<file path="src/rtl/exc_dispatch_pkg.sv">
package exc_dispatch_pkg;
  localparam int CAUSE_W   = 4;
  localparam int CODE_W    = 8;
  localparam int IRQ_N     = 4;
  localparam int IPL_W     = 3;
  localparam int OFF_W     = 14;
  localparam int FIX_LAST  = 9;
  localparam int VEC_SHIFT = 7;
  localparam int CALL_SHIFT = 6;
  localparam int IRQ_BASE_IPL = 3;

  typedef enum logic [CAUSE_W-1:0] {
    C_RESET = 4'd0, C_MCHK  = 4'd1, C_IPI    = 4'd2, C_CLOCK = 4'd3,
    C_DEV   = 4'd4, C_MMF   = 4'd5, C_UNALGN = 4'd6, C_ILLOP = 4'd7,
    C_ARITH = 4'd8, C_FPDIS = 4'd9, C_CALL   = 4'd10
  } cause_e;

  localparam logic [OFF_W-1:0] PRIV_CALL_BASE   = 14'h1000;
  localparam logic [OFF_W-1:0] UNPRIV_CALL_BASE = 14'h2000;
endpackage

</file>
<file path="src/rtl/irq_pick.sv">
module irq_pick
  import exc_dispatch_pkg::*;
(
  input  logic [IRQ_N-1:0]   lines,
  input  logic [IPL_W-1:0]   level,
  input  logic               blocked,
  output logic               take,
  output logic [CAUSE_W-1:0] cause
);
  logic [IRQ_N-1:0] accepted;

  generate
    for (genvar i = 0; i < IRQ_N; i++) begin : g_gate
      localparam int LIMIT = IRQ_BASE_IPL + i;
      assign accepted[i] = lines[i] && (int'(level) <= LIMIT) && !blocked;
    end
  endgenerate

  always_comb begin
    take  = 1'b0;
    cause = '0;
    for (int i = 0; i < IRQ_N; i++) begin
      if (accepted[i]) begin
        take  = 1'b1;
        cause = CAUSE_W'(int'(C_DEV) - i);
      end
    end
  end
endmodule

</file>
<file path="src/rtl/vector_calc.sv">
module vector_calc
  import exc_dispatch_pkg::*;
(
  input  logic [CAUSE_W-1:0] cause,
  input  logic [CODE_W-1:0]  code,
  output logic               known,
  output logic [OFF_W-1:0]   offset
);
  logic [CODE_W-2:0] slot;

  assign slot = code[CODE_W-2:0];

  always_comb begin
    known  = 1'b1;
    offset = '0;
    if (int'(cause) <= FIX_LAST) begin
      offset = OFF_W'(cause) << VEC_SHIFT;
    end else if (cause == C_CALL) begin
      offset = (code[CODE_W-1] ? UNPRIV_CALL_BASE : PRIV_CALL_BASE)
             + (OFF_W'(slot) << CALL_SHIFT);
    end else begin
      known = 1'b0;
    end
  end
endmodule

</file>
<file path="src/rtl/exc_dispatch.sv">
module exc_dispatch
  import exc_dispatch_pkg::*;
#(
  parameter int PC_W = 64
) (
  input  logic               clk,
  input  logic               rst_n,
  input  logic               exc_valid,
  input  logic [CAUSE_W-1:0] exc_cause,
  input  logic [CODE_W-1:0]  exc_code,
  input  logic [IRQ_N-1:0]   irq_lines,
  input  logic [IPL_W-1:0]   ipl,
  input  logic [PC_W-1:0]    pc_in,
  input  logic [PC_W-1:0]    priv_base,
  output logic               redirect,
  output logic [PC_W-1:0]    new_pc,
  output logic [PC_W-1:0]    exc_addr,
  output logic [CODE_W-1:0]  err_code,
  output logic               priv_mode,
  output logic               cause_err
);
  logic               irq_take;
  logic [CAUSE_W-1:0] irq_cause;
  logic [CAUSE_W-1:0] sel_cause;
  logic [CODE_W-1:0]  sel_code;
  logic               vec_known;
  logic [OFF_W-1:0]   vec_off;
  logic               go;
  logic               bad;

  irq_pick u_pick (
    .lines   (irq_lines),
    .level   (ipl),
    .blocked (priv_mode),
    .take    (irq_take),
    .cause   (irq_cause)
  );

  assign sel_cause = exc_valid ? exc_cause : irq_cause;
  assign sel_code  = exc_valid ? exc_code  : '0;

  vector_calc u_vec (
    .cause  (sel_cause),
    .code   (sel_code),
    .known  (vec_known),
    .offset (vec_off)
  );

  assign go  = (exc_valid || irq_take) && vec_known;
  assign bad = exc_valid && !vec_known;

  always_ff @(posedge clk) begin
    if (!rst_n) begin
      redirect  <= 1'b0;
      cause_err <= 1'b0;
      priv_mode <= 1'b0;
      new_pc    <= '0;
      exc_addr  <= '0;
      err_code  <= '0;
    end else begin
      redirect  <= go;
      cause_err <= bad;
      if (go) begin
        new_pc    <= priv_base + PC_W'(vec_off);
        exc_addr  <= pc_in | PC_W'(priv_mode);
        err_code  <= sel_code;
        priv_mode <= 1'b1;
      end
    end
  end
endmodule

</file>
<file path="config.mk">
export PLATFORM = sky130hd
export DESIGN_NAME = exc_dispatch
export DESIGN_NICKNAME = d
export VERILOG_FILES = /design/src/rtl/exc_dispatch_pkg.sv /design/src/rtl/irq_pick.sv /design/src/rtl/vector_calc.sv /design/src/rtl/exc_dispatch.sv
export SDC_FILE = /design/constraint.sdc
export NUM_CORES = 1
export LEC_CHECK = 0
export BUFFER_PORTS_ARGS = -buffer_cell sky130_fd_sc_hd__buf_2
export CORE_ASPECT_RATIO = 0.7
export CORE_MARGIN = 3
export CORE_UTILIZATION = 25
export DETAILED_ROUTE_END_ITERATION = 8
export SLEW_MARGIN = 20
export SYNTH_ARGS = -nofsm -noshare
export SYNTH_HDL_FRONTEND = slang
export SYNTH_HIERARCHICAL = 1
export SYNTH_SLANG_ARGS = --single-unit
</file>
<file path="constraint.sdc">
create_clock -name clk -period 3.2 [get_ports clk]
set_input_delay 0.16 -clock clk [delete_from_list [all_inputs] [get_ports clk]]
set_output_delay 0.16 -clock clk [all_outputs]
set_load 0.05 [all_outputs]
</file>
# Word-level counts from Yosys, hierarchy flattened

Index checks and enable logic that the tools add are counted.

Shift-type cells: 0
Reductions and logical operators: 13
Bitwise gates (word level): 1
Multiplexer cells: 15
Eq/ne operators: 1
Order comparisons: 5
Multipliers: 0
Divide/modulo/power cells: 0
$add $sub $neg: 2

Operators by type and width:

| kind                                                           | number |
|---|---|
| adder 64 x 14 -> 64 bit                                        | 1 |
| OR 64 x 1 -> 64 bit                                            | 1 |
| two-way mux 14 bit                                             | 3 |
| adder 14 x 13 -> 14 bit                                        | 1 |
| two-way mux 3 bit                                              | 4 |
| logical AND 1 bit                                              | 10 |
| less-or-equal comparator 3 bit, second input constant          | 3 |
| two-way mux 8 bit                                              | 1 |
| two-way mux 1 bit                                              | 6 |
| == test 4 bit, second input constant                           | 1 |
| less-or-equal comparator 4 bit, second input constant          | 1 |
| two-way mux 4 bit                                              | 1 |
| less-or-equal comparator 3 x 2 -> 1 bit, second input constant | 1 |
| logical NOT 1 bit                                              | 2 |
| logical OR 1 bit                                               | 1 |

Memory bits (read-only): 0
Word-level logic and storage cells: 43
Bits of input ports: 150
Bits in latches: 0
Output and inout port bits: 139
Bits in writable memories: 0
Flip-flop bits (word level): 139
Memories kept: 0

# Depth between registers and ports, before layout

Depth in word-level cells: 13
Gate-level depth with buffers: 15
Mapped depth without buffers: 14

# Hierarchy

The synthesis kept the hierarchy.

By module, submodules not included:

| module       | instances | cells an instance | area an instance (um^2) | seq. area each (um^2) |
|---|---|---|---|---|
| exc_dispatch | 1         | 844               | 6,894.1                 | 2,782.7 |
| vector_calc  | 1         | 25                | 188.9                   | 0.0 |
| irq_pick     | 1         | 15                | 100.1                   | 0.0 |

# Least setup slack after synthesis

Ideal clock, no wire load.

Kind: flip-flop to flip-flop
Start: register priv_mode
End: register new_pc[57]
Path slack: -434 ps
Library setup time: 115 ps
Data required time: 3,085 ps
Arrival: 3,518 ps
Cell stages (with the launch flop): 14
Buffers on the path: 0
Period minus slack after synthesis: 3,634 ps
Cells stage by stage: dfxtp_1 > nor2_1 > a31o_1 > mux2_2 > nor4bb_4 > a22o_1 > ha_1 > nand3_1 > nor2_1 > a21oi_1 > a21oi_1 > o211ai_4 > or4_1 > and3_1

Elaborated cells between the ends (all ways): 23
Classes of those cells: add/sub: 1; order compare: 1; eq/ne: 1; mux: 13; reduce/logical: 7

RTL lines:

| what                                                                   | RTL line           | RTL |
|---|---|---|
| from (decl)                                                            | exc_dispatch.sv:19 | `output logic priv_mode,` |
| from (signal assigned)                                                 | exc_dispatch.sv:56 | `priv_mode <= 1'b0;` |
| from (signal assigned)                                                 | exc_dispatch.sv:67 | `priv_mode <= 1'b1;` |
| logical NOT 1 bit *                                                    | irq_pick.sv:15     | `assign accepted[i] = lines[i] && (int'(level) <= LIMIT) && !blocked;` |
| logical AND 1 bit                                                      | irq_pick.sv:15     |  |
| two-way mux 3 bit (2 in series)                                        | irq_pick.sv:23     | `if (accepted[i]) begin` |
| two-way mux 3 bit *                                                    | irq_pick.sv:23     |  |
| via irq_cause[0]                                                       | exc_dispatch.sv:23 | `logic [CAUSE_W-1:0] irq_cause;` |
| two-way mux 4 bit *                                                    | exc_dispatch.sv:39 | `assign sel_cause = exc_valid ? exc_cause : irq_cause;` |
| via sel_cause[0]                                                       | exc_dispatch.sv:24 | `logic [CAUSE_W-1:0] sel_cause;` |
| branches (longest 2 deep; another with less-or-equal comparator 4 bit) | n/a                |  |
| two-way mux 14 bit *                                                   | vector_calc.sv:16  | `if (int'(cause) <= FIX_LAST) begin` |
| via vec_off[9]                                                         | exc_dispatch.sv:27 | `logic [OFF_W-1:0] vec_off;` |
| adder 64 x 14 -> 64 bit *                                              | exc_dispatch.sv:64 | `new_pc <= priv_base + PC_W'(vec_off);` |
| to (signal assigned)                                                   | exc_dispatch.sv:64 |  |
| to (decl)                                                              | exc_dispatch.sv:16 | `output logic [PC_W-1:0] new_pc,` |

Mark *: on every way through the listed nets, which the timed path passes.
A chain may end at the register's enable or synchronous reset.

# Final worst setup path

Start: register priv_mode
End: register new_pc[34]

Word-level cells in the longest chain between the ends: 11
Elaborated cells between the ends (all ways): 23
Classes of those cells: add/sub: 1; order compare: 1; eq/ne: 1; mux: 13; reduce/logical: 7

Ends and longest elaborated chain:

| what                                                                   | RTL line |
|---|---|
| logical NOT 1 bit *                                                    | irq_pick.sv:15 |
| logical AND 1 bit                                                      | irq_pick.sv:15 |
| two-way mux 3 bit (3 in series)                                        | irq_pick.sv:23 |
| two-way mux 3 bit *                                                    | irq_pick.sv:23 |
| via irq_cause[2]                                                       | exc_dispatch.sv:23 |
| two-way mux 4 bit *                                                    | exc_dispatch.sv:39 |
| via sel_cause[2]                                                       | exc_dispatch.sv:24 |
| branches (longest 2 deep; another with less-or-equal comparator 4 bit) | n/a |
| two-way mux 14 bit *                                                   | vector_calc.sv:16 |
| via vec_off[9]                                                         | exc_dispatch.sv:27 |
| adder 64 x 14 -> 64 bit *                                              | exc_dispatch.sv:64 |

Marked as above.

==> results.md <==
- Post-DP Area: ~0.0094 mm2
- Compound-Gate Fraction of Synth Area: 23.1%
- Commonest non-fill, non-tap cell in the layout: buf_2
- Routability Congestion: 0.852
- Status: complete, but fails checks
- Period utilization: 103%
- Crit Path Class: reg -> reg
- Relative slew slack: roughly 46%
- Initial core utilization: 25.6%
- RSZ-0062 raised after global routing: yes
- Main flop type after synthesis: dfxtp_1
- WP data arrival: between 3 and 4 ns
- Final hold vios: 0
- Top Usage Layer GRT: met2
- CP delay by family, top: compound AO/OA/AOI/OAI gates
- M2 GR Usage: 26.0%
- Synth unique cells: 76
- DP HPWL: 19.6 mm
- CTS tree: yes
- IO Pins: 289
- Post-Synthesis Cell Area: 0.00718 mm2
- GRT Util Overall: between 10% and 20%
- Synth async-reset ratio: 0%
- P&R area growth vs syn: 54.7%
- Final setup viols: 30
- DRC Markers: 0
- Wire length per cell: 16.4 um
- Post-Synth Adder-Cell Area: 2.89%
- CP Data Required Time: between 3 and 4 ns
- GR Util met1: roughly 23%
- Max incr delay on CP: 0.37 ns
- DR pass1 iterations: 5
- Synth area leader: dfxtp_1
- First-pass GRT wire length: between 40 and 50 mm
- Violated checks: setup timing
- Worst setup EP type: flip-flop
- Placed cells: 1543
- Core ar.: 0.0280 mm2
- Clk Latency, worst-skew pair: around 0.43 ns
- Antenna-violating nets left: 0
- Max-cap viol count: 0
- Pin count of the biggest net entering global routing: 55
- Worst IR Drop VDD: 0.290 mV
- PD cells: 538 mW/mm2
- CP max stage cell: dfxtp_4
- Syn. warnings: 6
- Die Y: 148 um
- Die W: 209 um
- WL final: ~27 mm
- Initial antenna violation count: 2
- Clock sinks: 139
- Yosys top cell area share: 38.7%
- Main area contributors after synthesis: dfxtp_1, nand2_1, a21boi_0, o21ai_0, a21oi_1
- CTS Buffer Depth: 2
- Synthesized flop and latch total: 139
- Vias in the first global route: 7611
- Slew Viols, Final: 0
- Layout cells sized above 1: 36.9%
- Post-synth EDFFs: 0
- DR vias: 7827
- CP Max Fanout: 11
- Synth Instances: 884
- Rows: 51
- Ant diodes: 0
- Clock Skews: 0.0173 ns
- Worst setup margin: -0.106 ns
- Layout Cells excl Fill: 1646
- H-tree levels: 4
- Post-route cell area: 0.0111 mm2
- Simple-gate area share of the yosys netlist: 24.2%
- Post-Synth XOR/XNOR Area: 5.73%
- Root Driver: clkbuf_16
- Startpoint types: flip-flop
- Die area: 0.0308 mm2
- Via/cell ratio: about 4.8
- Syn avg cell area: between 8 and 9 um2
- Worst min-delay path category: in -> reg
- Min Tclk post-route: 3.31 ns
- Total gr overflow: 0
- Critical path buffer and inverter count: 2
- Slew @ Worst Pin: 0.802 ns
- CTS clk-pin slew, worst paths: 0.07 ns
- Largest family of logic cells by synthesized area: simple AND/OR/NAND/NOR gates
- Register area share after synthesis: 38.7%
- Nets: 1428
- Placement Setup Slack: -0.251 ns
- Crit-path cells: a311oi_4 > nor3b_2 > mux2_4 > nor4bb_4 > a22o_1 > ha_4 > a21oi_2 > o22ai_2 > a211o_4 > o21ai_4 > buf_12 > nor3_2 > buf_4 > xnor2_2 > a21oi_1
- CTS buffer count: 17
- Met3 Resource Use GR: 5.20%
- Leakage: 0.00486 uW
- DR iter-0 viols: 419
- Most frequent cells in the layout: buf_2, nand2_1, dfxtp_1, a21boi_0, o21ai_0
- F_max: 302 MHz
- Port Buffers: 288
- Tot Pwr: ~6000 uW
- Post-layout util: 39.7%
- Mux cell area share after synthesis: less than 1%
==> metal layers <==
layer  vias up  share of wire (%)
met5         -               0.10
met1      3656                 46
met4         4                3.0
met3        52                7.2
met2       255                 44
li1       3860                  -
==> path summary, 6_finish.rpt <==
path	startpoint	end	slack, ns	cells after the start
worst max-delay path	priv_mode	new_pc[34]	-0.11	15
worst min-delay path	pc_in[7]	exc_addr[7]	0.02	3
worst max register to register	priv_mode	new_pc[34]	-0.11	15
worst min register to register	new_pc[21]	new_pc[21]	0.46	2
==> cell usage after synthesis (4+ instances only) <==
cell / instances
nand2_1: 167
dfxtp_1: 139
a21o_1: 5
buf_4: 7
nand3_1: 34
nor4_1: 7
xnor2_1: 25
o211ai_1: 6
nand4_1: 13
a22oi_1: 8
ha_1: 15
o21a_1: 4
a21oi_1: 53
nor2b_1: 12
a21boi_0: 68
buf_1: 6
and2_1: 19
clkbuf_1: 42
o21ai_1: 5
nor4_2: 7
nor3_1: 10
or3_1: 10
and3_1: 8
inv_1: 14
o21ai_0: 75
mux2_2: 4
xor2_1: 22
a31oi_1: 8
buf_2: 4
nor2_1: 26
==> power breakdown <==
part	internal, uW	total, uW	switching, uW
sequential	1920	2010	94.8
clock	1250	2080	828
combinational	585	1890	1300
total	3760	5980	2220
==> tightest hold or removal path, delay by kind of cell <==
| family | cells | cell delay [ns] |
|---|---|---|
| buffers and inverters | 1 | 0.10 |
| and+or+nand+nor | 1 | 0.06 |
| AOI/OAI and AO/OA | 1 | 0.07 |
==> flip-flops by register name, indices dropped and copies added, names as in the netlist <==
register / flops
new_pc: 64
exc_addr: 64
priv_mode: 1
redirect: 1
err_code: 8
cause_err: 1
==> cell families (layout without fill, tap and decap cells) <==
logic type | count (synthesis) | after routing
adders and majority gates | 16 | 16
DFF | 139 | 139
and+or+nand+nor | 342 | 342
xor gates and xnor gates | 47 | 47
AOI/OAI and AO/OA | 259 | 259
other | 2 | 7
buffers and inverters | 74 | 460
muxes | 5 | 5
==> cell type report <==
class | instances | area (um2)
Multi-Input combinational cell | 676 | 4550
Inverter | 14 | 52.6
Timing Repair Buffer | 414 | 2660
Sequential cell | 139 | 2790
Clock buffer | 19 | 443
Clock inverter | 13 | 163
Fill cell | 2854 | 16900
Tap cell | 371 | 464
==> through the flow <==
step                      hold WS [ns]  TNS [ns]
after floorplan                  0.305   -0.0563
after global placement           0.408     -3.86
after detailed placement         0.416     -6.84
after CTS                     0.000977    -0.780
after global routing            0.0152     -8.79
final                           0.0213     -1.53
==> what timing repair did <==
item | in CTS | in global routing
pin swaps | 37 | 55
endpoints found under the hold margin | 62 | 0
setup endpoints to repair | 46 | 50
gates cloned | 0 | 1
hold buffers | 62 | 0
resized for setup | 40 | 39
buffers inserted | 4 | 6
Note: power is estimated with default switching activity, not from simulation.
